**src/rtl/sysctl_pkg.sv**
```systemverilog
package sysctl_pkg;

    localparam int unsigned DATA_W    = 32;
    localparam int unsigned BE_W      = DATA_W / 8;
    localparam int unsigned MAP_IDX_W = 5;
    localparam int unsigned N_TMR     = 2;
    localparam int unsigned MAP_BYTES = (1 << MAP_IDX_W) * BE_W;

    localparam logic [MAP_IDX_W-1:0] OFS_GPIN   = 5'd0;
    localparam logic [MAP_IDX_W-1:0] OFS_GPOUT  = 5'd1;
    localparam logic [MAP_IDX_W-1:0] OFS_GPIEN  = 5'd2;
    localparam logic [MAP_IDX_W-1:0] OFS_T0_CTL = 5'd4;
    localparam logic [MAP_IDX_W-1:0] OFS_T0_CMP = 5'd5;
    localparam logic [MAP_IDX_W-1:0] OFS_T0_CNT = 5'd6;
    localparam logic [MAP_IDX_W-1:0] OFS_T1_CTL = 5'd8;
    localparam logic [MAP_IDX_W-1:0] OFS_T1_CMP = 5'd9;
    localparam logic [MAP_IDX_W-1:0] OFS_T1_CNT = 5'd10;
    localparam logic [MAP_IDX_W-1:0] OFS_CFG    = 5'd16;
    localparam logic [MAP_IDX_W-1:0] OFS_SCR    = 5'd20;
    localparam logic [MAP_IDX_W-1:0] OFS_LOCK   = 5'd21;
    localparam logic [MAP_IDX_W-1:0] OFS_FREQ   = 5'd29;
    localparam logic [MAP_IDX_W-1:0] OFS_CAPS   = 5'd30;
    localparam logic [MAP_IDX_W-1:0] OFS_SYSID  = 5'd31;

    localparam logic [15:0] CMD_SHUTDOWN = 16'h000E;

    typedef enum logic [3:0] {
        RG_NONE, RG_GPIN, RG_GPOUT, RG_GPIEN,
        RG_TCTL, RG_TCMP, RG_TCNT,
        RG_CFG, RG_SCR, RG_LOCK,
        RG_FREQ, RG_CAPS, RG_SYSID
    } reg_kind_e;

    typedef struct packed {
        reg_kind_e kind;
        logic      tsel;
    } reg_sel_t;

    // bit 0 enable, bit 1 auto-restart
    typedef struct packed {
        logic auto_rst;
        logic en;
    } tmr_ctl_t;

    function automatic reg_sel_t decode_word(input logic [MAP_IDX_W-1:0] w);
        reg_sel_t s;
        s.kind = RG_NONE;
        s.tsel = 1'b0;
        case (w)
            OFS_GPIN:   s.kind = RG_GPIN;
            OFS_GPOUT:  s.kind = RG_GPOUT;
            OFS_GPIEN:  s.kind = RG_GPIEN;
            OFS_T0_CTL: s.kind = RG_TCTL;
            OFS_T0_CMP: s.kind = RG_TCMP;
            OFS_T0_CNT: s.kind = RG_TCNT;
            OFS_T1_CTL: begin s.kind = RG_TCTL; s.tsel = 1'b1; end
            OFS_T1_CMP: begin s.kind = RG_TCMP; s.tsel = 1'b1; end
            OFS_T1_CNT: begin s.kind = RG_TCNT; s.tsel = 1'b1; end
            OFS_CFG:    s.kind = RG_CFG;
            OFS_SCR:    s.kind = RG_SCR;
            OFS_LOCK:   s.kind = RG_LOCK;
            OFS_FREQ:   s.kind = RG_FREQ;
            OFS_CAPS:   s.kind = RG_CAPS;
            OFS_SYSID:  s.kind = RG_SYSID;
            default:    s.kind = RG_NONE;
        endcase
        return s;
    endfunction

endpackage

```
**src/rtl/sysctl_decode.sv**
```systemverilog
module sysctl_decode
    import sysctl_pkg::*;
#(
    parameter int unsigned ADDR_W = 8
) (
    input  logic [ADDR_W-1:0] addr,
    input  logic              wr,
    input  logic [BE_W-1:0]   be,
    output reg_sel_t          sel,
    output logic              wr_fire
);
    localparam int unsigned LSB_W  = $clog2(BE_W);
    localparam int unsigned TOP_LO = LSB_W + MAP_IDX_W;

    logic in_range;
    logic aligned;

    generate
        if (ADDR_W > TOP_LO) begin : g_hi
            assign in_range = ~|addr[ADDR_W-1:TOP_LO];
        end else begin : g_nohi
            assign in_range = 1'b1;
        end
    endgenerate

    assign aligned = ~|addr[LSB_W-1:0];

    always_comb begin
        sel = decode_word(addr[TOP_LO-1:LSB_W]);
        if (!(in_range && aligned)) begin
            sel.kind = RG_NONE;
            sel.tsel = 1'b0;
        end
    end

    assign wr_fire = wr && (&be);

endmodule

```
**src/rtl/sysctl_timer.sv**
```systemverilog
module sysctl_timer
    import sysctl_pkg::*;
#(
    parameter int unsigned CNT_W = 32
) (
    input  logic             clk,
    input  logic             rst,
    input  logic             wr_ctl,
    input  logic             wr_cmp,
    input  logic             wr_cnt,
    input  logic [CNT_W-1:0] wdata,
    output tmr_ctl_t         ctl_q,
    output logic [CNT_W-1:0] cmp_q,
    output logic [CNT_W-1:0] cnt_q,
    output logic             irq
);
    logic bus_touch;
    logic hit;

    assign bus_touch = wr_ctl || wr_cmp || wr_cnt;
    assign hit       = ctl_q.en && (cnt_q == cmp_q);

    always_ff @(posedge clk) begin
        if (rst) begin
            ctl_q <= '0;
            cmp_q <= '0;
            cnt_q <= '0;
            irq   <= 1'b0;
        end else begin
            irq <= 1'b0;
            if (bus_touch) begin
                if (wr_ctl) begin
                    ctl_q.en       <= wdata[0];
                    ctl_q.auto_rst <= wdata[1];
                end
                if (wr_cmp) cmp_q <= wdata;
                if (wr_cnt) cnt_q <= wdata;
            end else if (hit) begin
                cnt_q <= '0;
                irq   <= 1'b1;
                if (!ctl_q.auto_rst) ctl_q.en <= 1'b0;
            end else if (ctl_q.en) begin
                cnt_q <= cnt_q + 1'b1;
            end
        end
    end

endmodule

```
**src/rtl/sysctl_ctrl.sv**
```systemverilog
module sysctl_ctrl
    import sysctl_pkg::*;
#(
    parameter int unsigned      ADDR_W = 8,
    parameter int unsigned      GPIO_W = 8,
    parameter int unsigned      CNT_W  = 32,
    parameter logic [31:0]      CLK_HZ = 32'd80_000_000,
    parameter logic [31:0]      CAPS   = 32'h0000_0000,
    parameter logic [31:0]      SYS_ID = 32'h1001_4D31,
    parameter logic [GPIO_W-1:0] STRAP = GPIO_W'(1)
) (
    input  logic              clk,
    input  logic              rst,
    input  logic [ADDR_W-1:0] bus_addr,
    input  logic              bus_wr,
    input  logic [BE_W-1:0]   bus_be,
    input  logic [DATA_W-1:0] bus_wdata,
    output logic [DATA_W-1:0] bus_rdata,
    input  logic [GPIO_W-1:0] gpio_pins,
    output logic [GPIO_W-1:0] gpio_out,
    output logic [GPIO_W-1:0] gpio_irq_en,
    output logic [N_TMR-1:0]  timer_irq,
    output logic              reset_req,
    output logic              shutdown_req
);
    reg_sel_t          sel;
    logic              wr_fire;
    logic [GPIO_W-1:0] gpin_q;
    logic [DATA_W-1:0] scratch_q;
    logic              lock_q;

    tmr_ctl_t          t_ctl [N_TMR];
    logic [CNT_W-1:0]  t_cmp [N_TMR];
    logic [CNT_W-1:0]  t_cnt [N_TMR];

    sysctl_decode #(.ADDR_W(ADDR_W)) u_dec (
        .addr    (bus_addr),
        .wr      (bus_wr),
        .be      (bus_be),
        .sel     (sel),
        .wr_fire (wr_fire)
    );

    generate
        for (genvar i = 0; i < N_TMR; i++) begin : g_tmr
            logic mine;
            assign mine = wr_fire && (sel.tsel == 1'(i));
            sysctl_timer #(.CNT_W(CNT_W)) u_tmr (
                .clk    (clk),
                .rst    (rst),
                .wr_ctl (mine && sel.kind == RG_TCTL),
                .wr_cmp (mine && sel.kind == RG_TCMP),
                .wr_cnt (mine && sel.kind == RG_TCNT),
                .wdata  (bus_wdata[CNT_W-1:0]),
                .ctl_q  (t_ctl[i]),
                .cmp_q  (t_cmp[i]),
                .cnt_q  (t_cnt[i]),
                .irq    (timer_irq[i])
            );
        end
    endgenerate

    always_ff @(posedge clk) begin
        if (rst) begin
            gpin_q       <= STRAP;
            gpio_out     <= '0;
            gpio_irq_en  <= '0;
            scratch_q    <= '0;
            lock_q       <= 1'b0;
            reset_req    <= 1'b0;
            shutdown_req <= 1'b0;
        end else begin
            gpin_q       <= gpio_pins;
            reset_req    <= wr_fire && (sel.kind == RG_SYSID);
            shutdown_req <= wr_fire && (sel.kind == RG_CFG)
                            && (bus_wdata[15:0] == CMD_SHUTDOWN);
            if (wr_fire) begin
                case (sel.kind)
                    RG_GPOUT: gpio_out    <= bus_wdata[GPIO_W-1:0];
                    RG_GPIEN: gpio_irq_en <= bus_wdata[GPIO_W-1:0];
                    RG_SCR:   if (!lock_q) scratch_q <= bus_wdata;
                    RG_LOCK:  lock_q <= 1'b1;
                    default:  ;
                endcase
            end
        end
    end

    always_comb begin
        bus_rdata = '0;
        case (sel.kind)
            RG_GPIN:  bus_rdata = DATA_W'(gpin_q);
            RG_GPOUT: bus_rdata = DATA_W'(gpio_out);
            RG_GPIEN: bus_rdata = DATA_W'(gpio_irq_en);
            RG_TCTL:  bus_rdata = DATA_W'(t_ctl[sel.tsel]);
            RG_TCMP:  bus_rdata = DATA_W'(t_cmp[sel.tsel]);
            RG_TCNT:  bus_rdata = DATA_W'(t_cnt[sel.tsel]);
            RG_CFG:   bus_rdata = DATA_W'(1);
            RG_SCR:   bus_rdata = scratch_q;
            RG_LOCK:  bus_rdata = DATA_W'(lock_q);
            RG_FREQ:  bus_rdata = CLK_HZ;
            RG_CAPS:  bus_rdata = CAPS;
            RG_SYSID: bus_rdata = SYS_ID;
            default:  bus_rdata = '0;
        endcase
    end

endmodule

```
**config.mk**
```make
export PLATFORM = sky130hd
export DESIGN_NAME = sysctl_ctrl
export DESIGN_NICKNAME = d
export VERILOG_FILES = /design/src/rtl/sysctl_pkg.sv /design/src/rtl/sysctl_decode.sv /design/src/rtl/sysctl_timer.sv /design/src/rtl/sysctl_ctrl.sv
export SDC_FILE = /design/constraint.sdc
export NUM_CORES = 1
export LEC_CHECK = 0
export BUFFER_PORTS_ARGS = -buffer_cell sky130_fd_sc_hd__buf_2
export CORE_AREA = 2 2 184 186
export CTS_BUF_LIST = sky130_fd_sc_hd__clkbuf_16
export CTS_CLUSTER_SIZE = 24
export DETAILED_ROUTE_END_ITERATION = 10
export DIE_AREA = 0 0 186 188
export PLACE_DENSITY = 0.6
export SYNTH_ARGS = -nofsm -noshare
export SYNTH_HDL_FRONTEND = slang
export SYNTH_SLANG_ARGS = --single-unit
export TNS_END_PERCENT = 30
```
**constraint.sdc**
```tcl
create_clock -name clk -period 2.9 [get_ports clk]
set_input_delay 0 -clock clk [delete_from_list [all_inputs] [get_ports clk]]
set_output_delay 0 -clock clk [all_outputs]
set_load 0.05 [all_outputs]
```
==> results.yml <==
floorplan:
  die-area_mm2: 0.0350
  initial_core_util_pct: 34.3
  rows: 67
  core-area_mm2: 0.0331
  ios: 107
  die_y_um: 188
  die_w_um: 186
timing:
  fin_crit_ps: 2490
  fin_crit_sh_pct: 86.0
  hold_ws_ps: 49.5
  slew_headroom_pct: 10.4
  fmax_ghz: 0.401
  worst_slew_pin_slew_ps: 1330
  setup_tns_ps: 0
  finalSetupViolations: 0
  final_max_slew_viol_count: 0
  hold_viol_final: 0
  rsz0062_at_grt: "no"
  clock_skew_ps: 14.5
pwr:
  leakage_nw: 4.86
  finalPower_mw: 5.49
  power_density_mw_per_mm2: 406
  vdd_ir_drop_max_mv: 0.435
global_routing:
  grt_max_degree: 87
  grt_pass1_wl_um: 70300
  grt-ovfl-total: 0
  globalRouteTotalUtil_pct: 26.5
  grt_pass1_vias: 11470
  antenna_found_initial: 1
flow_run:
  max_cap_violations: 0
logic_synthesis:
  async_flop_share_pct: 0
  synth-seq-cells: 193
  synth-edff-count: 0
  synth.cell_area_mm2: 0.0114
  yosysSeqAreaShare_pct: 34.0
  syn_area_per_cell_um2: 7.36
  synth_nets: 1601
  synth_xor_area_share_pct: 5.01
  yosys.area_share.simple_pct: 28.4
  synth_mux_area_share_pct: 5.13
  ys.flop_type: "dfxtp_1"
  synth_fa_ha_area_share_pct: 0.220
  ys_types: 67
  syn-instance-count: 1544
  synth_compound_area_share_pct: 21.7
  yosysWarnings: 0
  synth_top_family_by_area: "simple AND/OR/NAND/NOR gates"
cts:
  post_cts_buffers: 0
  cts_tree: "done"
  clock_path_buffers: 2
  cts_max_level: 4
  numCtsBuffers: 17
  clk_pin_slew_ps: 70
  worstSkewPairLatency_ps: 450
  cts_sinks: 193
  cts_resized: 0
  cts-root-buf: "clkbuf_16"
drt:
  wl_per_cell_um: 22.3
  viasPerCell: 5.97
  ant_nets: 0
  wl_um: 46800
  initialDrtViolationCount: 1298
  drc: 0
  dr_total_vias: 12507
  first_pass_iters: 6
finish:
  drive_gt1_share_pct: 13.9
  final_cell_mix: "nand2_1 (318), dfxtp_1 (193), a21oi_1 (186)"
  utilization_pct: 40.8
  diodes: 0
  mostFrequentLayoutCell: "nand2_1"
  finalNonFillerCells: 2096
  syn_to_final_growth_pct: 18.9
  fill_cells: 3421
  fin_nets: 1692
placed_design:
  portBuffers: 106
  dp_hpwl_um: 33200
  dp_cells: 2023
  globalplace.congestion: 0.946
setup_path:
  worstSetupPathType: "register to register"
  cp_slowest_cell: "or4b_2"
  end_kind: "register"
  crit_arrival_ps: 2870
  cp-start-kind: "register"
  critPathMaxStageDelay_ps: 620
  path_cells: "xor2_1, nor4_1, nand3b_1, or4_1, buf_4, or4b_2, a31oi_1"
  cp.required_ps: 3270
  crit_fanout: 50
status:
  status: "finished clean"
worst_hold_path:
  hp-class: "primary input to register"
[worst max-delay path, delay by kind of cell (launching register included)]
family                    cells  cell delay, ps
DFF                           1             430
buffers and inverters         1             440
AOI/OAI and AO/OA             1             170
and+or+nand+nor               4             970
xor gates and xnor gates      1             400
[timing repair]
action                                  4_1_cts  5_1_grt
endpoints found under the setup margin        0        0
hold endpoints to repair                    123        0
hold buffers                                 41        0
[worst paths after layout]
| kind | start | to | slack [ps] | cells past startpoint |
|---|---|---|---|---|
| max | g_tmr[1].u_tmr.cmp_q[26] | g_tmr[1].u_tmr.cnt_q[30] | 410 | 7 |
| min | bus_addr[2] | lock_q | 50 | 3 |
| max reg2reg | g_tmr[1].u_tmr.cmp_q[26] | g_tmr[1].u_tmr.cnt_q[30] | 410 | 7 |
| min reg2reg | scratch_q[0] | scratch_q[0] | 460 | 2 |
[layer usage]
metal  global-route usage, %  share of wire (%)  vias to the layer above
met3                    3.85                8.6                      121
li1                        -                  -                     5774
met5                       0                  0                        -
met2                    42.1                 46                      697
met4                    10.5                3.9                        0
met1                    36.0                 41                     5915
[report_power, final]
part	internal (mW)	switching [mW]	total [mW]	leakage, nW
clock	1.35	1.13	2.48	0.296
combinational	0.108	0.227	0.335	3.01
sequential	2.66	0.00925	2.67	1.56
[stage by stage]
step                      setup WS, ps  instance area [um2]
after floorplan                    151                11400
after global placement             501                12500
after detailed placement           462                12500
after CTS                          476                13500
after global routing               264                13500
final                              405                13500
[flip-flops by register name (all words and copies together), names as in the netlist]
name	cells
gpin_q	8
g_tmr.u_tmr.cnt_q	64
gpio_irq_en	8
gpio_out	8
g_tmr.u_tmr.irq	2
shutdown_req	1
scratch_q	32
lock_q	1
g_tmr.u_tmr.ctl_q	4
reset_req	1
g_tmr.u_tmr.cmp_q	64
[kinds of logic (layout without fill, tap and decap cells)]
kind of cell | Yosys count | after routing
mux | 58 | 58
xor+xnor | 65 | 65
fa+ha+maj | 2 | 2
flops | 193 | 193
buf+inv | 153 | 257
compound gates | 406 | 406
simple gates | 667 | 667
[cell usage after synthesis (all sizes together) (14+ instances only)]
cell type | count | area share [%]
and3 | 21 | 1.2
buf | 30 | 1.5
a211oi | 18 | 1.2
a31oi | 19 | 1.0
nand4 | 56 | 3.1
nor3 | 30 | 1.4
nor2 | 55 | 1.8
xnor2 | 34 | 2.6
a21oi | 186 | 8.2
dfxtp | 193 | 34
nor4 | 43 | 2.6
xor2 | 31 | 2.4
o21ai | 63 | 2.8
and2 | 16 | 0.88
nand2 | 318 | 11
nand3 | 64 | 2.8
clkbuf | 118 | 3.9
mux2i | 56 | 4.9
o211ai | 14 | 0.92
a22oi | 48 | 3.2
[final cells by class]
cell class,instances,area (um2),share of cell area [%]
clock buffer,17,425,3.15
timing repair buffer,220,1560,11.5
clock inverter,15,168,1.24
multi-input combinational,1198,6920,51.2
sequential,193,3860,28.6
inverter,5,18.8,0.139
tap,448,561,4.15
Note: power is estimated with default switching activity, not from simulation.
